$ cat config.mk
export PLATFORM = sky130hd
export DESIGN_NAME = timer16_multimode
export DESIGN_NICKNAME = d
export VERILOG_FILES = /design/src/rtl/timer16_multimode.sv
export SDC_FILE = /design/constraint.sdc
export NUM_CORES = 1
export LEC_CHECK = 0
export ABC_AREA = 1
export BUFFER_PORTS_ARGS = -buffer_cell sky130_fd_sc_hd__buf_2
export CAP_MARGIN = 30
export CORE_ASPECT_RATIO = 0.9
export CORE_MARGIN = 4
export CORE_UTILIZATION = 50
export CTS_CLUSTER_DIAMETER = 150
export DETAILED_ROUTE_END_ITERATION = 12
export PLACE_DENSITY = 0.75
export SKIP_LAST_GASP = 1
export SLEW_MARGIN = 20
export SYNTH_ARGS = -nofsm -noshare
export SYNTH_HDL_FRONTEND = slang
export SYNTH_SLANG_ARGS = --single-unit
$ cat constraint.sdc
create_clock -name clk -period 2.7 [get_ports clk]
set_input_delay 0 -clock clk [delete_from_list [all_inputs] [get_ports clk]]
set_output_delay 0 -clock clk [all_outputs]
set_load 0.02 [all_outputs]
$ cat src/rtl/timer16_multimode.sv
module timer16_multimode (
  input  logic        clk,
  input  logic        rst_n,
  input  logic        tick,
  input  logic        reg_wr,
  input  logic [2:0]  reg_addr,
  input  logic [7:0]  reg_wdata,
  output logic [7:0]  reg_rdata,
  output logic [15:0] count,
  output logic        count_down,
  output logic        ovf_flag,
  output logic        irq
);
  localparam logic [1:0] M_STOP = 2'b00;
  localparam logic [1:0] M_FREE = 2'b01;
  localparam logic [1:0] M_MOD  = 2'b10;
  localparam logic [1:0] M_UPDN = 2'b11;

  logic [1:0]  mode_q;
  logic        mask_q, ien_q;
  logic [15:0] term_q;
  logic [7:0]  lo_buf;
  logic [15:0] cnt_q, cnt_n;
  logic        down_q, down_n;
  logic        ovf_q, pend_q;
  logic        hit;

  wire wr_ctl = reg_wr && (reg_addr == 3'd0);
  wire wr_sts = reg_wr && (reg_addr == 3'd1);
  wire wr_tlo = reg_wr && (reg_addr == 3'd2);
  wire wr_thi = reg_wr && (reg_addr == 3'd3);
  wire wr_cnt = reg_wr && (reg_addr == 3'd4 || reg_addr == 3'd5);

  always_comb begin
    cnt_n  = cnt_q;
    down_n = down_q;
    hit    = 1'b0;
    if (tick) begin
      case (mode_q)
        M_FREE: begin
          cnt_n  = cnt_q + 16'd1;
          down_n = 1'b0;
          hit    = (cnt_q == 16'hFFFF);
        end
        M_MOD: begin
          down_n = 1'b0;
          if (cnt_q >= term_q) begin
            cnt_n = 16'h0000;
            hit   = 1'b1;
          end else begin
            cnt_n = cnt_q + 16'd1;
          end
        end
        M_UPDN: begin
          if (term_q == 16'h0000) begin
            cnt_n  = 16'h0000;
            down_n = 1'b0;
            hit    = 1'b1;
          end else if (!down_q && cnt_q < term_q) begin
            cnt_n = cnt_q + 16'd1;
          end else if (cnt_q <= 16'd1) begin
            cnt_n  = 16'h0000;
            down_n = 1'b0;
            hit    = 1'b1;
          end else begin
            cnt_n  = cnt_q - 16'd1;
            down_n = 1'b1;
          end
        end
        default: ;
      endcase
    end
    if (wr_cnt) begin
      cnt_n  = 16'h0000;
      down_n = 1'b0;
      hit    = 1'b0;
    end
  end

  always_ff @(posedge clk) begin
    if (!rst_n) begin
      mode_q <= M_STOP;
      mask_q <= 1'b0;
      ien_q  <= 1'b0;
      term_q <= 16'hFFFF;
      lo_buf <= 8'hFF;
      cnt_q  <= 16'h0000;
      down_q <= 1'b0;
      ovf_q  <= 1'b0;
      pend_q <= 1'b0;
    end else begin
      cnt_q  <= cnt_n;
      down_q <= down_n;
      ovf_q  <= hit | (ovf_q & ~(wr_sts & ~reg_wdata[0]));
      pend_q <= (hit & mask_q) | (pend_q & ~(wr_sts & ~reg_wdata[1]));
      if (wr_ctl) begin
        mode_q <= reg_wdata[1:0];
        mask_q <= reg_wdata[2];
        ien_q  <= reg_wdata[3];
      end
      if (wr_tlo) lo_buf <= reg_wdata;
      if (wr_thi) term_q <= {reg_wdata, lo_buf};
    end
  end

  always_comb begin
    case (reg_addr)
      3'd0:    reg_rdata = {4'b0, ien_q, mask_q, mode_q};
      3'd1:    reg_rdata = {6'b0, pend_q, ovf_q};
      3'd2:    reg_rdata = term_q[7:0];
      3'd3:    reg_rdata = term_q[15:8];
      3'd4:    reg_rdata = cnt_q[7:0];
      3'd5:    reg_rdata = cnt_q[15:8];
      default: reg_rdata = 8'h00;
    endcase
  end

  assign count      = cnt_q;
  assign count_down = down_q && (mode_q == M_UPDN);
  assign ovf_flag   = ovf_q;
  assign irq        = pend_q & mask_q & ien_q;
endmodule

======== After elaboration in Yosys (flattened, before gate mapping) ========
Cells that the tools add are included.
word-level totals
  register bits ........................... 47
  bits of input ports ..................... 15
  word-level logic and storage cells ...... 72
cells by class
  add/subtract/negate cells ............... 2
  order comparisons ....................... 3
  eq/ne operators ......................... 10
  mux-type cells .......................... 17
  bitwise operators ....................... 14
  reduce and logical (&&, ||, !) cells .... 17
operators with widths
  cell                                                             number
  2-to-1 mux 16 bit                                                4
  case mux 16 bit (3 select lines)                                 1
  case mux 8 bit (6 select lines)                                  1
  adder 16 x 1 -> 16 bit, second input constant                    1
  == test 16 bit, second input constant                            1
  >= comparator 16 bit                                             1
  less-or-equal comparator 16 x 1 -> 1 bit, second input constant  1
  logical NOT 16 bit                                               1
  less-than comparator 16 bit                                      1
  subtractor 16 x 1 -> 16 bit, second input constant               1
  2-to-1 mux 1 bit                                                 9
  AND 1 bit                                                        7
  logical AND 1 bit                                                7
  == test 3 x 2 -> 1 bit, second input constant                    2
  == test 3 bit, second input constant                             2
  inverter 1 bit                                                   5
  == test 2 bit, second input constant                             2
  OR reduction 2 bit                                               2
  == test 3 x 1 -> 1 bit, second input constant                    1
  logical NOT 3 bit                                                1
  inequality test 3 bit, second input constant                     1
  case mux 1 bit (3 select lines)                                  1
  AND reduction 3 bit                                              1
  nonzero test 3 bit                                               1
  7 further kinds                                                  8

======== Logic depth before layout (Yosys ltp) ========
  depth after elaboration ................. 9
  gate-level depth with buffers ........... 17
  mapped depth without buffers ............ 17

======== Least setup slack after synthesis ========
No wires, ideal clock.
  path kind ............................... flip-flop to flip-flop
  start ................................... register cnt_q[0], in the netlist count[0]
  end ..................................... register cnt_q[5], in the netlist count[5]
  arrival time ............................ 1948 ps
  setup slack ............................. 635 ps
  cell stages (with the launch flop) ...... 18
  buffers on the path ..................... 1
  path through ............................ dfxtp_1 > inv_1 > ha_1 > inv_1 > nand2_1 > nand2_1 > nand2_1 > nand2_1 > nand2_1 > nand2_1 > nand2_1 > nand3_4 > inv_1 > nand2_2 > nand3_2 > buf_4 > a21oi_1 > nor2_1
between the ends
  longest elaborated chain between the ends .. 5
RTL lines
  element                                                    line    source
  start, declared                                            23      logic [15:0] cnt_q, cnt_n;
  start signal, assigned                                     92      cnt_q <= cnt_n;
  subtractor 16 x 1 -> 16 bit, or another cell as far along  66      cnt_n = cnt_q - 16'd1;
  2-to-1 mux 16 bit or logical AND 1 bit (tied branches)     61, 59
  2-to-1 mux 16 bit                                          59      end else if (!down_q && cnt_q < term_q) begin
  2-to-1 mux 16 bit                                          55      if (term_q == 16'h0000) begin
  case mux 16 bit (3 select lines) *                         39      case (mode_q)
Mark *: on every way between the ends. The rest lies on a longest branch, timed or not.
A chain may end at the register's enable or synchronous reset.

======== Worst setup path after layout ========
  start ................................... register cnt_q[0], in the netlist count[0]
  end ..................................... register cnt_q[0], in the netlist count[0]
Same word-level chain as after synthesis.

==> impl_metrics.env <==
export IMPL_max_cap_violations=0
export IMPL_dp_cells=627
export IMPL_dieHeight_um=86.6
export IMPL_numCtsBuffers=5
export IMPL_rsz0062_at_grt="false"
export IMPL_critPathLaunchType="flop"
export IMPL_tightest_slew_ps=652
export IMPL_track_usage_pct=24.9
export IMPL_fp_row_count=28
export IMPL_drive_above_1_share_pct=17.7
export IMPL_clock_sinks=47
export IMPL_period_share_pct=87.4
export IMPL_globalRouteOverflowTotal=0
export IMPL_hp_start="tick"
export IMPL_fillers=651
export IMPL_total_power_w=0.00158
export IMPL_dp_slack_ps=411
export IMPL_nNetsFinal=592
export IMPL_drt_iter0_drc=312
export IMPL_start_util_pct=51.9
export IMPL_ys_ff_latch=47
export IMPL_dpl_instance_area_um2=3740
export IMPL_worst_r2r_path_depth=16
export IMPL_die_area_um2=8260
export IMPL_avgSynthCellArea_um2=6.85
export IMPL_maxSlewHeadroom_pct=56.5
export IMPL_seq_area_frac_synth_pct=27.4
export IMPL_path_class="reg -> reg"
export IMPL_routed_wl_um=9820
export IMPL_layout_setup_ws_ps=339
export IMPL_worstReg2RegStart="count[0]"
export IMPL_drc=0
export IMPL_final_min_clock_period_ps=2360
export IMPL_power_leakage_nw=2.04
export IMPL_n_antenna_cell=0
export IMPL_first_pass_iters=6
export IMPL_fin_cells=645
export IMPL_io_pins=42
export IMPL_power_density_nw_per_um2=401
export IMPL_design_area_um2=3940
export IMPL_syn_area_um2=3430
export IMPL_tns_ps=0
export IMPL_wl_per_cell_um=15.2
export IMPL_clockBufferDepth=2
export IMPL_htree_num_levels=2
export IMPL_cts_root_buf="clkbuf_8"
export IMPL_cp_arrival_ps=2560
export IMPL_hold_depth=5
export IMPL_vias=3576
export IMPL_antenna_found_initial=0
export IMPL_cts_resized_gates=0
export IMPL_slew_violations=0
export IMPL_dp_hpwl_um=7510
export IMPL_timing_rr_end="count[0]"
export IMPL_critPathMaxFanout=14
export IMPL_synth_edf_count=0
export IMPL_outcome="finished clean"
export IMPL_ys_types=40
export IMPL_area_growth_pct=14.7
export IMPL_finalHoldViolations=0
export IMPL_clkSlewWorstSetupHoldPaths_ps=90
export IMPL_grt_pass1_vias=3309
export IMPL_min_to="down_q"
export IMPL_io_buffer_count=41
export IMPL_gp_congestion=0.996
export IMPL_max_freq_mhz=424
export IMPL_via_per_inst=5.54
export IMPL_ir_drop_mv=0.272
export IMPL_antenna_left=0
export IMPL_setup_viol=0
export IMPL_skew_ps=9.54
export IMPL_ys_flop_type="dfxtp_1"
export IMPL_core_area_um2=6620
export IMPL_postCtsSetupBuffers=0
export IMPL_ctsHoldBuffers=10
export IMPL_cts_tree="yes"
export IMPL_postSynth_asyncResetShare_pct=0
export IMPL_required_ps=2900
export IMPL_hold_path_class="in -> reg"
export IMPL_regToRegSetupSlack_ps=340
export IMPL_insertion_delay_ps=320
export IMPL_grt_max_degree=32
export IMPL_ys_warn_count=0
export IMPL_grt_pass1_wl_um=16200
export IMPL_critPathCaptureType="flop"
export IMPL_synthCells=501
export IMPL_dieWidth_um=95.3
export IMPL_syn_num_nets=539
## critical path: stages, from the launching register on
cell and delay (ps):
dfxtp_1 520, inv_1 170, ha_1 230, inv_1 50, nand2_1 40, nand2_1 60, nand2_1 60, nand2_1 60
nand2_1 40, nand2_1 50, nand2_1 110, nand3_4 120, inv_1 60, nand2_2 90, nand3_2 280, o21bai_1 230
a21oi_1 80
## power breakdown
part           internal (W)  leakage (nW)  total, W  switching (W)
Clock              0.000192        0.0467  0.000471       0.000279
Combinational      0.000131          1.61  0.000366       0.000235
Sequential         0.000717         0.382  0.000743      0.0000255
## per-layer routing
metal	routed length [µm]	track usage (%)	vias up	share of wire, %
met4	115	6.03	0	1.2
met2	4470	37.1	159	46
met5	0	0	-	0
met1	4420	36.4	1639	45
li1	-	-	1766	-
met3	806	5.38	12	8.2
## kinds of logic (layout without fill, tap and decap cells)
| family | after synthesis | in the layout | share of synthesized area, % |
|---|---|---|---|
| flip-flops | 47 | 47 | 27.4 |
| XOR/XNOR | 20 | 20 | 5.10 |
| buffers and inverters | 90 | 144 | 10.8 |
| AO/OA/AOI/OAI | 130 | 130 | 21.2 |
| AND/OR/NAND/NOR | 191 | 191 | 27.2 |
| adder cells (fa/ha/maj) | 23 | 23 | 8.38 |
## cell usage in the layout, fill, tap and decap left out, drive strengths merged, types with 2 or more instances in the layout
cell type    count
nand3b           2
ha              23
clkbuf           5
a21oi           54
inv             75
dfxtp           47
nand2           85
o22ai            7
buf             52
nand4            9
o221ai           3
xor2            20
nor3             8
nand3           39
o21ai           60
dlygate4sd3     10
nor2            46
## cells in the mapped netlist (2+ instances only)
master	number	area, µm²
o21ai_1	8	40.0
nand2_2	3	18.8
nand3_1	33	165
nor3_1	4	20.0
o22ai_1	7	43.8
a21oi_2	8	70.1
clkbuf_2	2	10.0
nor3_2	3	30.0
nand3b_1	2	15.0
nand3_4	2	35.0
o21ai_2	3	26.3
clkbuf_1	8	30.0
o21ai_0	49	245
a21oi_1	46	230
nand3_2	4	40.0
buf_6	3	33.8
nand4_1	9	56.3
nand2_1	81	304
inv_2	6	22.5
nor2_4	3	33.8
inv_1	67	251
nor2_2	3	18.8
o221ai_1	3	26.3
dfxtp_1	47	941
xor2_1	20	175
ha_1	23	288
nor2_1	40	150
buf_2	2	10.0
## area by class of cell
type	instances	area, µm²	share of cell area [%]
multi-input combinational	364	2120	53.9
sequential	47	941	23.9
timing repair buffer	62	388	9.85
inverter	74	278	7.05
tap	90	113	2.86
clock buffer	5	68.8	1.75
clock inverter	3	27.5	0.699
## worst max path at each step
stage	from	to	slack, ps	cells past startpoint
floorplan	count[0]	count[5]	640	17
global placement	count[0]	count[0]	490	16
detailed placement	count[0]	count[0]	410	16
CTS	count[0]	count[0]	340	16
global route	count[0]	count[0]	50	16
finish	count[0]	count[0]	340	16
## state kept, by name, summed over array words and instances, names as in the netlist
name / cells
count: 16
mode_q: 2
ovf_flag: 1
ien_q: 1
down_q: 1
mask_q: 1
term_q: 16
pend_q: 1
lo_buf: 8
## through the flow
stage | util, % | hold WS [ps]
6_report | 59.5 | 55.1
5_1_grt | 59.5 | 58.1
4_1_cts | 59.5 | 59.9
3_5_place_dp | 56.5 | 237
3_3_place_gp | 56.5 | 234
2_1_floorplan | - | 126
(Power assumes the default switching activity.)
